==> config.mk <==
export PLATFORM = sky130hd
export DESIGN_NAME = pat_bist
export DESIGN_NICKNAME = d
export VERILOG_FILES = /design/src/rtl/pat_bist_pkg.sv /design/src/rtl/pat_bist_regs.sv /design/src/rtl/pat_bist_seq.sv /design/src/rtl/pat_bist_cmp.sv /design/src/rtl/pat_bist.sv
export SDC_FILE = /design/constraint.sdc
export NUM_CORES = 1
export LEC_CHECK = 0
export ABC_AREA = 1
export BUFFER_PORTS_ARGS = -buffer_cell sky130_fd_sc_hd__buf_2
export CAP_MARGIN = 0
export CORE_ASPECT_RATIO = 2
export CORE_MARGIN = 3
export CORE_UTILIZATION = 24
export DETAILED_ROUTE_END_ITERATION = 12
export PLACE_DENSITY_LB_ADDON = 0.3
export RECOVER_POWER = 50
export SYNTH_ARGS = -nofsm -noshare
export SYNTH_HDL_FRONTEND = slang
export SYNTH_HIERARCHICAL = 1
export SYNTH_SLANG_ARGS = --single-unit
==> constraint.sdc <==
create_clock -name clk_i -period 7.3 [get_ports clk_i]
set_clock_uncertainty 0.2 [all_clocks]
set_input_delay 0.73 -clock clk_i [delete_from_list [all_inputs] [get_ports clk_i]]
set_output_delay 0.73 -clock clk_i [all_outputs]
set_load 0.02 [all_outputs]
==> src/rtl/pat_bist_pkg.sv <==
package pat_bist_pkg;
  localparam int DATA_W = 64;

  typedef enum logic [1:0] {ST_IDLE, ST_WR, ST_GAP, ST_RD} seq_st_e;

  localparam logic [2:0] RA_CTRL = 3'd0;
  localparam logic [2:0] RA_CMD  = 3'd1;
  localparam logic [2:0] RA_LEN  = 3'd2;
  localparam logic [2:0] RA_OFS  = 3'd3;
  localparam logic [2:0] RA_ERR  = 3'd4;
  localparam logic [2:0] RA_FHI  = 3'd5;
  localparam logic [2:0] RA_FLO  = 3'd6;
  localparam logic [2:0] RA_FADR = 3'd7;

  function automatic logic [DATA_W-1:0] pat_word(input logic [7:0] k);
    logic [31:0] hi;
    hi = 32'h9E3779B9 * ({24'd0, k} + 32'd1);
    return {hi, 32'h6B43A9B5 ^ {4{k}}};
  endfunction
endpackage

==> src/rtl/pat_bist_regs.sv <==
module pat_bist_regs
  import pat_bist_pkg::*;
#(
  parameter int ADDR_W = 12,
  parameter int LEN_W  = 4,
  parameter int ERR_W  = 16
) (
  input  logic              clk_i,
  input  logic              rst_ni,
  input  logic              we_i,
  input  logic [2:0]        addr_i,
  input  logic [31:0]       wdata_i,
  output logic [31:0]       rdata_o,
  input  logic              busy_i,
  input  logic [ERR_W-1:0]  err_i,
  input  logic [31:0]       fhi_i,
  input  logic [31:0]       flo_i,
  input  logic [ADDR_W-1:0] fadr_i,
  output logic              wr_en_o,
  output logic              rd_en_o,
  output logic              cont_o,
  output logic [LEN_W-1:0]  len_o,
  output logic [ADDR_W-1:0] ofs_o,
  output logic              start_o,
  output logic              stop_o
);
  logic [2:0] ctrl_q;

  always_ff @(posedge clk_i or negedge rst_ni) begin
    if (!rst_ni) begin
      ctrl_q <= '0;
      len_o  <= '0;
      ofs_o  <= '0;
    end else if (we_i) begin
      case (addr_i)
        RA_CTRL: ctrl_q <= wdata_i[2:0];
        RA_LEN:  len_o  <= wdata_i[LEN_W-1:0];
        RA_OFS:  ofs_o  <= wdata_i[ADDR_W-1:0];
        default: ;
      endcase
    end
  end

  assign wr_en_o = ctrl_q[0];
  assign rd_en_o = ctrl_q[1];
  assign cont_o  = ctrl_q[2];

  assign start_o = we_i && (addr_i == RA_CMD) && wdata_i[0] && !wdata_i[8];
  // stop bit, or a full clear of the control word
  assign stop_o  = we_i && (((addr_i == RA_CMD) && wdata_i[8]) ||
                            ((addr_i == RA_CTRL) && (wdata_i == '0)));

  always_comb begin
    case (addr_i)
      RA_CTRL: rdata_o = {29'd0, ctrl_q};
      RA_CMD:  rdata_o = {31'd0, busy_i};
      RA_LEN:  rdata_o = 32'(len_o);
      RA_OFS:  rdata_o = 32'(ofs_o);
      RA_ERR:  rdata_o = 32'(err_i);
      RA_FHI:  rdata_o = fhi_i;
      RA_FLO:  rdata_o = flo_i;
      default: rdata_o = 32'(fadr_i);
    endcase
  end
endmodule

==> src/rtl/pat_bist_seq.sv <==
module pat_bist_seq
  import pat_bist_pkg::*;
#(
  parameter int ADDR_W = 12,
  parameter int LEN_W  = 4,
  parameter int BURST  = 4,
  parameter int GAP    = 2
) (
  input  logic              clk_i,
  input  logic              rst_ni,
  input  logic              start_i,
  input  logic              stop_i,
  input  logic              wr_en_i,
  input  logic              rd_en_i,
  input  logic              cont_i,
  input  logic [LEN_W-1:0]  len_i,
  input  logic [ADDR_W-1:0] ofs_i,
  output logic              busy_o,
  output logic              req_o,
  output logic              we_o,
  output logic [ADDR_W-1:0] addr_o,
  output logic [LEN_W-1:0]  beat_o
);
  localparam int BCW = (BURST > 1) ? $clog2(BURST) : 1;
  localparam int GCW = (GAP > 1) ? $clog2(GAP) : 1;
  localparam logic [BCW-1:0] BLAST = BCW'(BURST - 1);
  localparam logic [GCW-1:0] GLAST = GCW'((GAP > 0) ? GAP - 1 : 0);

  seq_st_e st_q, st_d;
  logic [LEN_W-1:0] beat_q, beat_d;
  logic [BCW-1:0]   bc_q, bc_d;
  logic [GCW-1:0]   gc_q, gc_d;
  logic             last;

  assign last = (beat_q == len_i);

  always_comb begin
    st_d   = st_q;
    beat_d = beat_q;
    bc_d   = bc_q;
    gc_d   = gc_q;
    case (st_q)
      ST_IDLE: if (start_i && (wr_en_i || rd_en_i)) begin
        beat_d = '0;
        bc_d   = '0;
        st_d   = wr_en_i ? ST_WR : ST_RD;
      end
      ST_WR: if (last) begin
        beat_d = '0;
        bc_d   = '0;
        if (rd_en_i)      st_d = ST_RD;
        else if (!cont_i) st_d = ST_IDLE;
      end else begin
        beat_d = beat_q + LEN_W'(1);
        if (bc_q == BLAST && GAP > 0) begin
          bc_d = '0;
          gc_d = '0;
          st_d = ST_GAP;
        end else begin
          bc_d = (bc_q == BLAST) ? '0 : bc_q + BCW'(1);
        end
      end
      ST_GAP: if (gc_q == GLAST) st_d = ST_WR;
              else gc_d = gc_q + GCW'(1);
      ST_RD: if (last) begin
        beat_d = '0;
        bc_d   = '0;
        if (!cont_i)      st_d = ST_IDLE;
        else if (wr_en_i) st_d = ST_WR;
      end else begin
        beat_d = beat_q + LEN_W'(1);
      end
      default: st_d = ST_IDLE;
    endcase
    if (stop_i) st_d = ST_IDLE;
  end

  always_ff @(posedge clk_i or negedge rst_ni) begin
    if (!rst_ni) begin
      st_q   <= ST_IDLE;
      beat_q <= '0;
      bc_q   <= '0;
      gc_q   <= '0;
    end else begin
      st_q   <= st_d;
      beat_q <= beat_d;
      bc_q   <= bc_d;
      gc_q   <= gc_d;
    end
  end

  assign busy_o = (st_q != ST_IDLE);
  assign req_o  = (st_q == ST_WR) || (st_q == ST_RD);
  assign we_o   = (st_q == ST_WR);
  assign addr_o = ofs_i + ADDR_W'(beat_q);
  assign beat_o = beat_q;
endmodule

==> src/rtl/pat_bist_cmp.sv <==
module pat_bist_cmp
  import pat_bist_pkg::*;
#(
  parameter int ADDR_W = 12,
  parameter int LEN_W  = 4,
  parameter int ERR_W  = 16
) (
  input  logic              clk_i,
  input  logic              rst_ni,
  input  logic              rd_issue_i,
  input  logic [ADDR_W-1:0] addr_i,
  input  logic [LEN_W-1:0]  beat_i,
  input  logic [DATA_W-1:0] rdata_i,
  output logic [ERR_W-1:0]  err_o,
  output logic [31:0]       fhi_o,
  output logic [31:0]       flo_o,
  output logic [ADDR_W-1:0] fadr_o
);
  logic              pend_q, first_q;
  logic [ADDR_W-1:0] padr_q;
  logic [LEN_W-1:0]  pbeat_q;
  logic              miss;

  assign miss = pend_q && (rdata_i != pat_word(8'(pbeat_q)));

  always_ff @(posedge clk_i or negedge rst_ni) begin
    if (!rst_ni) begin
      pend_q  <= 1'b0;
      first_q <= 1'b0;
      padr_q  <= '0;
      pbeat_q <= '0;
    end else begin
      pend_q  <= rd_issue_i;
      first_q <= rd_issue_i && (beat_i == '0);
      padr_q  <= addr_i;
      pbeat_q <= beat_i;
    end
  end

  // first compare of a pass restarts the results
  always_ff @(posedge clk_i or negedge rst_ni) begin
    if (!rst_ni) begin
      err_o  <= '0;
      fhi_o  <= '0;
      flo_o  <= '0;
      fadr_o <= '0;
    end else if (pend_q) begin
      if (first_q) begin
        err_o  <= miss ? ERR_W'(1) : '0;
        fhi_o  <= miss ? rdata_i[63:32] : '0;
        flo_o  <= miss ? rdata_i[31:0] : '0;
        fadr_o <= miss ? padr_q : '0;
      end else if (miss) begin
        if (!(&err_o)) err_o <= err_o + ERR_W'(1);
        fhi_o  <= rdata_i[63:32];
        flo_o  <= rdata_i[31:0];
        fadr_o <= padr_q;
      end
    end
  end
endmodule

==> src/rtl/pat_bist.sv <==
module pat_bist
  import pat_bist_pkg::*;
#(
  parameter int ADDR_W = 12,
  parameter int LEN_W  = 4,
  parameter int ERR_W  = 16,
  parameter int BURST  = 4,
  parameter int GAP    = 2
) (
  input  logic              clk_i,
  input  logic              rst_ni,
  input  logic              reg_we_i,
  input  logic [2:0]        reg_addr_i,
  input  logic [31:0]       reg_wdata_i,
  output logic [31:0]       reg_rdata_o,
  output logic              mem_req_o,
  output logic              mem_we_o,
  output logic [ADDR_W-1:0] mem_addr_o,
  output logic [63:0]       mem_wdata_o,
  input  logic [63:0]       mem_rdata_i
);
  logic              busy, wr_en, rd_en, cont, start, stop;
  logic [LEN_W-1:0]  len, beat;
  logic [ADDR_W-1:0] ofs, fadr;
  logic [ERR_W-1:0]  err_cnt;
  logic [31:0]       fhi, flo;

  pat_bist_regs #(.ADDR_W(ADDR_W), .LEN_W(LEN_W), .ERR_W(ERR_W)) u_regs (
    .clk_i(clk_i), .rst_ni(rst_ni), .we_i(reg_we_i), .addr_i(reg_addr_i),
    .wdata_i(reg_wdata_i), .rdata_o(reg_rdata_o), .busy_i(busy),
    .err_i(err_cnt), .fhi_i(fhi), .flo_i(flo), .fadr_i(fadr),
    .wr_en_o(wr_en), .rd_en_o(rd_en), .cont_o(cont), .len_o(len),
    .ofs_o(ofs), .start_o(start), .stop_o(stop)
  );

  pat_bist_seq #(.ADDR_W(ADDR_W), .LEN_W(LEN_W), .BURST(BURST), .GAP(GAP)) u_seq (
    .clk_i(clk_i), .rst_ni(rst_ni), .start_i(start), .stop_i(stop),
    .wr_en_i(wr_en), .rd_en_i(rd_en), .cont_i(cont), .len_i(len), .ofs_i(ofs),
    .busy_o(busy), .req_o(mem_req_o), .we_o(mem_we_o), .addr_o(mem_addr_o),
    .beat_o(beat)
  );

  pat_bist_cmp #(.ADDR_W(ADDR_W), .LEN_W(LEN_W), .ERR_W(ERR_W)) u_cmp (
    .clk_i(clk_i), .rst_ni(rst_ni), .rd_issue_i(mem_req_o && !mem_we_o),
    .addr_i(mem_addr_o), .beat_i(beat), .rdata_i(mem_rdata_i),
    .err_o(err_cnt), .fhi_o(fhi), .flo_o(flo), .fadr_o(fadr)
  );

  assign mem_wdata_o = pat_word(8'(beat));
endmodule

* Word-level counts from Yosys, hierarchy flattened
Cells that the tools add are included.
** Word-level totals
- Flip-flop bits (word level) :: 138
- Memories :: 0
- ROM bits :: 0
- Logic and storage cells :: 122
- Input port bits :: 102
- Latch bits :: 0
- Bits in writable memories :: 0
- Output and inout bits :: 110
** Operators by class
- Reductions and logical operators :: 35
- Equality and inequality tests :: 23
- Mux-type cells :: 38
- Div/mod/pow operators :: 0
- $mul :: 2
- Shifts and indexed selects :: 0
- Bitwise operators :: 2
- Magnitude comparators :: 0
- Add/sub/neg operators :: 7
** Operators by type and width (number)
- one-hot mux 32 bit (7 select lines) :: 1
- two-way mux 32 bit :: 6
- != test 64 bit :: 1
- two-way mux 16 bit :: 3
- two-way mux 12 bit :: 3
- inverter 15 -> 17 bit :: 2
- logical NOT 32 bit :: 1
- multiplier 32 x 32 -> 32 bit, first input constant :: 1
- multiplier 32 x 5 -> 32 bit, first input constant :: 1
- two-way mux 2 bit :: 15
- adder 16 x 1 -> 16 bit, second input constant :: 1
- AND reduction 16 bit :: 1
- adder 12 x 4 -> 12 bit :: 1
- adder 4 x 1 -> 5 bit, second input constant :: 2
- logical AND 1 bit :: 10
- AND reduction 2 bit :: 5
- == test 3 bit, second input constant :: 3
- != test 3 x 2 -> 1 bit, second input constant :: 3
- AND reduction 3 bit :: 3
- two-way mux 4 bit :: 2
- != test 2 x 1 -> 1 bit, second input constant :: 4
- one-hot mux 2 bit (4 select lines) :: 1
- one-hot mux 4 bit (2 select lines) :: 1
- nonzero test 2 bit :: 4
- 23 further kinds :: 32

* Longest topological paths before layout
Gate-level depths: netlist of the first run.
- Word-level depth :: 8
- Gate-level depth with buffers :: 32
- Gate-level depth less buffers :: 29

* Modules after synthesis
The synthesis of the first run kept the hierarchy.
** By module, submodules not included
- pat_bist_cmp :: area an instance 7846.3 um^2, instances 1, cells an instance 1096, seq. area each 2752.6 um^2
- pat_bist :: area an instance 2967.8 um^2, instances 1, cells an instance 509, seq. area each 0.0 um^2
- pat_bist_regs :: area an instance 1725.4 um^2, instances 1, cells an instance 292, seq. area each 475.5 um^2
- pat_bist_seq :: area an instance 1016.0 um^2, instances 1, cells an instance 152, seq. area each 225.2 um^2

* Worst setup path after synthesis of the first run
Ideal clock, no wire load.
- Kind :: reg-to-output
- Start :: reg u_seq.beat_q[0], in the netlist u_seq/beat_o[0]
- End :: out mem_wdata_o[51]
- Data arrival time :: 4.482 ns
- Cell stages (with the launch flop) :: 15
- Path slack :: 1.888 ns
- Buffers on the path :: 1
- Required time :: 6.370 ns
- Cell sequence :: dfrtp_1 -> buf_2 -> inv_1 -> ha_1 -> inv_1 -> fa_1 -> inv_1 -> fa_1 -> inv_1 -> ha_1 -> nand2_1 -> nor3_2 -> and2_1 -> a21oi_1 -> xnor2_1
** On the way
- Longest elaborated chain between the ends :: 2
** RTL lines
- from (decl) :: line pat_bist_seq.sv:30 : logic [LEN_W-1:0] beat_q, beat_d;
- from (signal assigned) :: line pat_bist_seq.sv:86 : beat_q <= beat_d;
- adder 4 x 1 -> 5 bit :: line pat_bist_pkg.sv:17 : hi = 32'h9E3779B9 * ({24'd0, k} + 32'd1);
- multiplier 32 x 5 -> 32 bit :: line pat_bist_pkg.sv:17
- to (decl) :: line pat_bist.sv:19 : output logic [63:0] mem_wdata_o,
No other way between the ends.

* Final worst setup path of the first run
- Start :: reg u_seq.beat_q[0], in the netlist u_seq/beat_o[0]
- End :: out mem_wdata_o[63]
Same word-level chain as after synthesis.

==> run summary, run 1 <==
Status: finished, violations left
Failing checks: capacitance limit, slew limit
WP data required: 6.37 ns
Ys Warns: 6
Setup Fix Bufs, Post-CTS: 0
GRT Max-Usage Layer: met2
GP Congestion: 1.03
Prevailing post-synth register cell: dfrtp_1
Worst skew pair latency: 0.44 ns
DR vias/cell: 4.50
Multi-input combinational cell area: 8350 µm²
Die area: 59500 µm²
Fin. Hold Viols: 0
Reg2reg path depth: 25
Gr usage total: 17.5%
Crit. Startpoint: u_seq/beat_o[0]$_DFFE_PN0P_
Max_slew headroom: -196%
# Max-Cap Violations: 2
Max Root-Sink Buffers: 2
CTS tree: yes
Minimum clock period: 6.33 ns
Post-DP HPWL: 45400 µm
PwrDens: 510 nW/µm²
Grt met1 use: 16.3%
PortBufs: 195
Share of cells above drive strength 1: 12.6%
Hold/Removal Path Class: reg -> reg
Reg2reg setup slack: 1.34 ns
Hold Slack: 0.246 ns
Crit path to: mem_wdata_o[63]
First-pass GRT wire length: 79400 µm
# IOs: 212
Final Non-Filler Cells: 2995
Synth async-reset ratio: 100%
Register area: 3450 µm²
Area growth syn-to-layout: 16.0%
TritonCTS Buffers: 17
Fmax: 158 MHz
CTS Root Cell: clkbuf_16
Register bit total from synthesis: 138
Vias in the first global route: 14000
RSZ-0062 raised after global routing: false
Post-synth EDFFs: 0
Wirelength, routed: 53100 µm
R2R Path Start: u_cmp/pbeat_q[0]$_DFF_PN0_
Die span in x: 174 µm
Core area: 55600 µm²
Pre-CTS WS: 1.36 ns
Crit path launch type: register
Slew Limit Fails: 141
Max VDD drop: 671 µV
Via Count: 13500
Row Count: 122
Final Total Pwr: 8020 µW
Routed len/inst: 17.7 µm
LEAKAGE: 0.00884 µW
Initial Util: 24.4%
Clk sinks: 138
H-tree levels: 4
Hold Buf Count CTS: 0
First-pass DRT Iterations: 7
Placed Cells: 2951
Met3 Use GR: 3.06%
Met2 Resource Use GR: 33.7%
# DRC: 0
HP Start: u_cmp/padr_q[5]$_DFF_PN0_
Largest net degree at the start of global routing: 81
Worst Setup End Kind: output pin
Share of the clock period used by the worst path: 86.8%
Mapped Area: 13600 µm²
Post-route ant nets: 0
Seq/Total Area, Yosys: 25.5%
Die Y: 342 µm
Crit path kind: reg -> out
Grt total ovfl: 0
Worst Slack Setup Final: 0.967 ns
Starting DRT DRC Count: 751
Critical Path AT: 5.40 ns
Syn Area/Cell: 6.62 µm²
Cts repair resizes: 0
Setup TNS Final: 0 ns
FF-to-FF End: u_cmp/flo_o[12]$_DFFE_PN0P_
Fillers: 6250
Final setup fails: 0
Cell count after synthesis: 2049
Yosys cell types: 50
CP max FO: 13
Initial antenna violation count: 14
Reg clk slew, reported paths: 0.06 ns
Worst-Margin Slew: 4.44 ns
Final nets: 2472
worst min path at each step:
stage | to | slack [ns] | depth (start not counted)
after floorplan | u_cmp/err_o[0]$_DFFE_PN0P_ | 0.23 | 0
after global placement | u_cmp/fadr_o[4]$_DFFE_PN0P_ | 0.23 | 2
after detailed placement | u_cmp/fadr_o[5]$_DFFE_PN0P_ | 0.23 | 2
after CTS | u_cmp/padr_q[10]$_DFF_PN0_ | 0.17 | 1
after global routing | u_cmp/fadr_o[11]$_DFFE_PN0P_ | 0.27 | 2
final | u_cmp/fadr_o[5]$_DFFE_PN0P_ | 0.25 | 2
logic make-up (layout without fill, tap and decap cells):
group	after synthesis	in the layout	synth area share, %
AOI/OAI and AO/OA	146	146	6.33
xor gates and xnor gates	61	61	3.94
adders and majority gates	144	144	15.4
buffers and inverters	421	596	13.3
DFF	138	138	25.5
muxes	7	7	0.582
other	2	29	0.0554
and+or+nand+nor	1130	1130	34.9
metal layers:
metal  up-vias  part of all wire (%)
li1       6654                     -
met1      6256                    34
met2       421                    53
met3       147                   4.5
met4         4                   8.0
met5         -                 0.038
power breakdown:
part           switching [µW]  leakage, µW  internal, µW
sequential                227      0.00174          1040
clock                     376     0.000260           440
combinational            4090      0.00684          1840
total                    4700      0.00884          3320
cells in the mapped netlist, types with 2 or more instances:
library cell | count | area, µm²
xnor2_1 | 25 | 219
ha_1 | 106 | 1330
and3_1 | 2 | 12.5
buf_4 | 34 | 255
o21bai_1 | 7 | 52.6
a21oi_1 | 51 | 255
nand4_1 | 44 | 275
nor4_1 | 2 | 12.5
a21oi_2 | 2 | 17.5
buf_8 | 4 | 60.1
conb_1 | 2 | 7.51
nand3_2 | 4 | 40.0
buf_2 | 17 | 85.1
a31oi_1 | 2 | 12.5
dfrtp_1 | 138 | 3450
o22ai_1 | 29 | 181
nor2_2 | 4 | 25.0
o21a_1 | 3 | 22.5
a21o_1 | 6 | 45.0
clkbuf_1 | 7 | 26.3
nor3_1 | 15 | 75.1
nor3b_1 | 2 | 15.0
inv_2 | 9 | 33.8
fa_1 | 38 | 761
inv_1 | 347 | 1300
nand2_2 | 15 | 93.8
o21ai_0 | 33 | 165
nand2_1 | 755 | 2830
buf_6 | 2 | 22.5
nand3b_1 | 13 | 97.6
mux2_2 | 7 | 78.8
and2_1 | 4 | 25.0
xor2_1 | 36 | 315
nand3_1 | 93 | 465
nor2_1 | 163 | 612
o21ai_1 | 3 | 15.0
nor3_2 | 4 | 40.0
nor2_4 | 3 | 33.8
o221ai_1 | 4 | 35.0
or2_2 | 4 | 25.0
sequential cells by signal (all words and copies together) (netlist names):
| signal | cells |
|---|---|
| u_regs/ctrl_q | 3 |
| u_regs/ofs_o | 12 |
| u_seq/gc_q | 1 |
| u_regs/len_o | 4 |
| u_cmp/err_o | 16 |
| u_seq/beat_o | 4 |
| u_seq/st_q | 2 |
| u_cmp/pend_q | 1 |
| u_cmp/fadr_o | 12 |
| u_seq/bc_q | 2 |
| u_cmp/padr_q | 12 |
| u_cmp/fhi_o | 32 |
| u_cmp/flo_o | 32 |
| u_cmp/first_q | 1 |
| u_cmp/pbeat_q | 4 |
stage by stage:
step / area [µm²] / util, %
after global routing: 15700 / 28.2
after CTS: 15700 / 28.3
after global placement: 15200 / 27.3
after detailed placement: 15200 / 27.3
after floorplan: 13600 / -
final: 15700 / 28.3
final cells by class:
class                           count  share of cell area (%)
Clock buffer                       17                    2.71
Inverter                          356                    8.50
Multi-Input combinational cell   1504                    53.1
Tap cell                          744                    5.92
Clock inverter                     14                   0.740
Sequential cell                   138                    22.0
Timing Repair Buffer              209                    6.91
Antenna cell                       13                   0.207
critical path, cell delays in order (launching register included):
cell,delay [ns]
dfrtp_1,0.74
inv_1,0.47
ha_1,0.60
inv_1,0.24
ha_1,0.41
inv_1,0.08
fa_1,0.51
inv_1,0.06
ha_1,0.35
nand2_1,0.09
nor2_1,0.41
nand3_1,0.15
nand3b_1,0.34
nand2_1,0.13
nand2_1,0.09
nand2_1,0.04
nand2_1,0.07
buf_2,0.16
placed cells by master (no fill, tap or decap), types with 36 or more instances in the layout:
master	netlist	routed
a21oi_1	51	52
buf_2	17	184
dfrtp_1	138	138
fa_1	38	38
ha_1	106	106
inv_1	347	349
nand2_1	755	757
nand3_1	93	93
nand4_1	44	44
nor2_1	163	164
xor2_1	36	36
No activity file was read; power rests on OpenSTA's default activity.
==> inputs of run 2 (changes only) <==
--- a/config.mk
+++ b/config.mk
@@ -5,7 +5,6 @@
 export SDC_FILE = /design/constraint.sdc
 export NUM_CORES = 1
 export LEC_CHECK = 0
-export ABC_AREA = 1
 export BUFFER_PORTS_ARGS = -buffer_cell sky130_fd_sc_hd__buf_2
 export CAP_MARGIN = 0
 export CORE_ASPECT_RATIO = 2
@@ -16,5 +15,4 @@
 export RECOVER_POWER = 50
 export SYNTH_ARGS = -nofsm -noshare
 export SYNTH_HDL_FRONTEND = slang
-export SYNTH_HIERARCHICAL = 1
 export SYNTH_SLANG_ARGS = --single-unit
==> constraint.sdc (replaced) <==
create_clock -name clk_i -period 8 [get_ports clk_i]
set_clock_uncertainty 0.2 [all_clocks]
set_input_delay 0.8 -clock clk_i [delete_from_list [all_inputs] [get_ports clk_i]]
set_output_delay 0.8 -clock clk_i [all_outputs]
set_load 0.02 [all_outputs]
==> run 2 against run 1 <==
The run still ends with capacitance limit, slew limit left. Largest cell class unchanged. Critical path depth grew 2. Worst setup slack lost 0.45 ns. Highest routed layer unchanged. Die area shrank 8.2%. Global-route usage grew 3.1 points. Critical path type unchanged. Final area shrank 7.0%.
==> run summary, run 2 <==
Critical Path AT: 6.48 ns (+1.08 ns)
Count leader, synth: dfrtp_1
Slowest stage delay, CP: 0.68 ns (-0.06 ns)
Wirelength, routed: 57700 µm (+8.6%)
Initial Util: 24.3% (-0.10 points)
Top cells by instance count after synthesis: dfrtp_1, inv_1, ha_1
Ys Warns: 0 (-6)
Hold Buf Count CTS: 0 (unchanged)
Syn Area/Cell: 9.17 µm² (+39%)
Top flop regs: u_cmp.fhi_o: 32 flops, u_cmp.flo_o: 32 flops, u_cmp.err_o: 16 flops
# Max-Cap Violations: 3 (+1)
Grt total ovfl: 0 (unchanged)
Hold/Removal Path Class: reg -> reg
H-tree levels: 4 (unchanged)
First-pass DRT Iterations: 7 (unchanged)
Die area: 54600 µm² (-8.2%)
GP Congestion: 1.01 (-1.9%)
Synth async-reset ratio: 100% (unchanged)
Most frequent cells in the layout: buf_2, dfrtp_1, inv_1
Initial antenna violation count: 7 (-7)
CTS tree: yes
Share of the clock period used by the worst path: 93.5%
Kind of cell adding the most delay to the critical path: compound AO/OA/AOI/OAI gates
Simple-gate portion of the synthesized area: 15.3% (-20 points)
PortBufs: 195 (unchanged)
Max_slew headroom: -137% (+59 points)
Worst-Margin Slew: 3.55 ns (-0.892 ns)
Yosys cell types: 80 (+60%)
RSZ-0062 raised after global routing: false
Seq/Total Area, Yosys: 27.8% (+2.4 points)
Fillers: 5506 (-12%)
Slew Limit Fails: 176 (+25%)
Cell count after synthesis: 1354 (-34%)
Worst path most repeated cell: inv_1
Cell Area, Placed: 14100 µm² (-7.2%)
Routed len/inst: 26.2 µm (+48%)
Compound-Gate Fraction of Synth Area: 21.4% (+15 points)
Mapped Area: 12400 µm² (-8.4%)
Failing checks: capacitance limit, slew limit
WP data required: 7.00 ns (+0.63 ns)
Fin. Hold Viols: 0 (unchanged)
TritonCTS Buffers: 17 (unchanged)
Mux share of post-synthesis cell area: 4.47% (+3.9 points)
Status: finished, violations left
Die Y: 328 µm (-4.2%)
DR vias/cell: 5.26 (+17%)
Dominant cells by area after synthesis: dfrtp_1, ha_1, fa_1
Crit path launch type: register
Worst Setup End Kind: output pin
# DRC: 0 (unchanged)
Commonest non-fill, non-tap cell in the layout: buf_2
Post-route ant nets: 0 (unchanged)
Crit path buffers/inverters: 5 (unchanged)
Final nets: 1773 (-28%)
Post-synth EDFFs: 0 (unchanged)
Main combinational cell family by area after synthesis: compound AO/OA/AOI/OAI gates
# IOs: 212 (unchanged)
Core area: 51100 µm² (-8.1%)
CP max FO: 11 (-2)
CP max stage cell: dfrtp_1
Worst skew pair latency: 0.45 ns (about the same)
Share of cells above drive strength 1: 18.8% (+6.2 points)
Minimum clock period: 7.48 ns
Setup TNS Final: 0 ns (unchanged)
Area share of fa/ha/maj cells after synthesis: 16.8% (+1.4 points)
Area leader, netlist: dfrtp_1
Max Root-Sink Buffers: 2 (unchanged)
Vias in the first global route: 12400 (-12%)
Reg clk slew, reported paths: 0.07 ns (about the same)
Final setup fails: 0 (unchanged)
Area growth syn-to-layout: 17.8%
Largest net degree at the start of global routing: 76 (-6.2%)
First-pass GRT wire length: 82700 µm (+4.2%)
Register bit total from synthesis: 138 (unchanged)
Setup Fix Bufs, Post-CTS: 0 (unchanged)
Clk sinks: 138 (unchanged)
Final Cell Area: 14600 µm² (-7.0%)
Cts repair resizes: 0 (unchanged)
Gr usage total: 20.6% (+3.1 points)
CTS Root Cell: clkbuf_16
Post-DP HPWL: 48200 µm (+6.2%)
Crit-path cells: inv_1 -> xnor2_1 -> inv_1 -> ha_1 -> fa_1 -> inv_1 -> fa_1 -> inv_1 -> ha_1 -> or3_1 -> o21bai_1 -> a21oi_1 -> o21ai_1 -> a22oi_1 -> a21oi_1 -> a211o_1 -> a21oi_1 -> xnor2_1 -> buf_2
Via Count: 11600 (-14%)
Prevailing post-synth register cell: dfrtp_1
Fmax: 134 MHz
Synth Area in XOR/XNOR: 6.85% (+2.9 points)
Row Count: 117 (-4.1%)
Die span in x: 167 µm (-4.2%)
Crit path kind: reg -> out
Starting DRT DRC Count: 688 (-8.4%)
Top cell type's share of synthesized area: 27.8% (+2.4 points)
-- run 2: cell count changes in the layout (fill, tap and decap cells not counted), moves of 19 or more --
cell	delta
nor2b_1	+25
a21o_1	+19
xnor2_1	+42
nand3_1	-58
a22o_1	+79
a22oi_1	+19
buf_4	+21
nand4_1	-19
nor3_1	+19
nor2_1	-103
o22ai_1	-23
nand2_1	-677
mux2_2	+20
inv_1	-237
-- run 2: area by class of cell --
type	count	area, µm²	area share [%]
multi-input cells	1028	8120	55.5
flip-flops and latches	138	3450	23.6
repair buffers	231	1250	8.55
well taps	654	818	5.59
clock buffers	18	429	2.93
inverters	112	420	2.87
clock inverters	14	130	0.890
diodes	3	7.51	0.0513
-- run 2: kinds of logic (layout without fill, tap and decap cells) --
family / after synthesis / count (layout)
muxes: 47 / 47
DFF: 138 / 138
and+or+nand+nor: 361 / 361
xor gates and xnor gates: 97 / 97
adders and majority gates: 143 / 143
buffers and inverters: 202 / 375
AOI/OAI and AO/OA: 364 / 364
other: 2 / 19
-- run 2: worst register-to-register path, stage by stage, from the launching register on --
cell       delay (ns)
dfrtp_1          0.56
ha_1             0.31
and3_1           0.28
fa_1             0.62
inv_1            0.09
fa_1             0.51
inv_1            0.05
ha_1             0.27
ha_1             0.73
xor2_1           0.57
a2bb2oi_1        0.39
o2111ai_1        0.21
a2111oi_2        0.35
nand4_1          0.18
nor4_1           0.31
nand4_1          0.21
or4_1            0.58
buf_4            0.20
o21ai_4          0.17
buf_12           0.26
a22o_1           0.24
-- run 2: path summary, 6_finish.rpt --
check / from / endpoint / slack [ns] / cells past startpoint
min in group asynchronous: rst_ni / u_cmp.fhi_o[23]$_DFFE_PN0P_ / 1.35 / 1
max in group asynchronous: rst_ni / u_cmp.fhi_o[17]$_DFFE_PN0P_ / 2.83 / 2
setup / recovery: u_seq.beat_o[3]$_DFFE_PN0P_ / mem_wdata_o[62] / 0.52 / 19
hold / removal: u_cmp.padr_q[11]$_DFF_PN0_ / u_cmp.fadr_o[11]$_DFFE_PN0P_ / 0.27 / 1
setup reg to reg: u_cmp.pbeat_q[0]$_DFF_PN0_ / u_cmp.fhi_o[9]$_DFFE_PN0P_ / 0.63 / 20
hold reg to reg: u_cmp.padr_q[11]$_DFF_PN0_ / u_cmp.fadr_o[11]$_DFFE_PN0P_ / 0.27 / 1
-- run 2: routing by layer --
layer	up-vias	global-route usage (%)	wire length [µm]
met5	-	0	56
met4	8	16.4	5340
met3	156	3.52	2670
met2	431	40.0	31600
met1	5710	18.4	18000
li1	5253	-	-
-- run 2: through the flow --
| step | setup WS (ns) | hold slack [ns] | util, % | std cells |
|---|---|---|---|---|
| finish | 0.517 | 0.268 | 28.6 | 2198 |
| global route | 0.136 | 0.291 | 28.6 | 2197 |
| CTS | 0.282 | 0.156 | 28.7 | 2195 |
| detailed placement | 0.736 | 0.258 | 27.6 | 2163 |
| global placement | 0.734 | 0.252 | 27.6 | 2163 |
| floorplan | 1.30 | 0.238 | - | 1368 |
Power of run 2 is not shown: default switching activity piles up to over one toggle a cycle in this logic, so the estimate is an artifact.
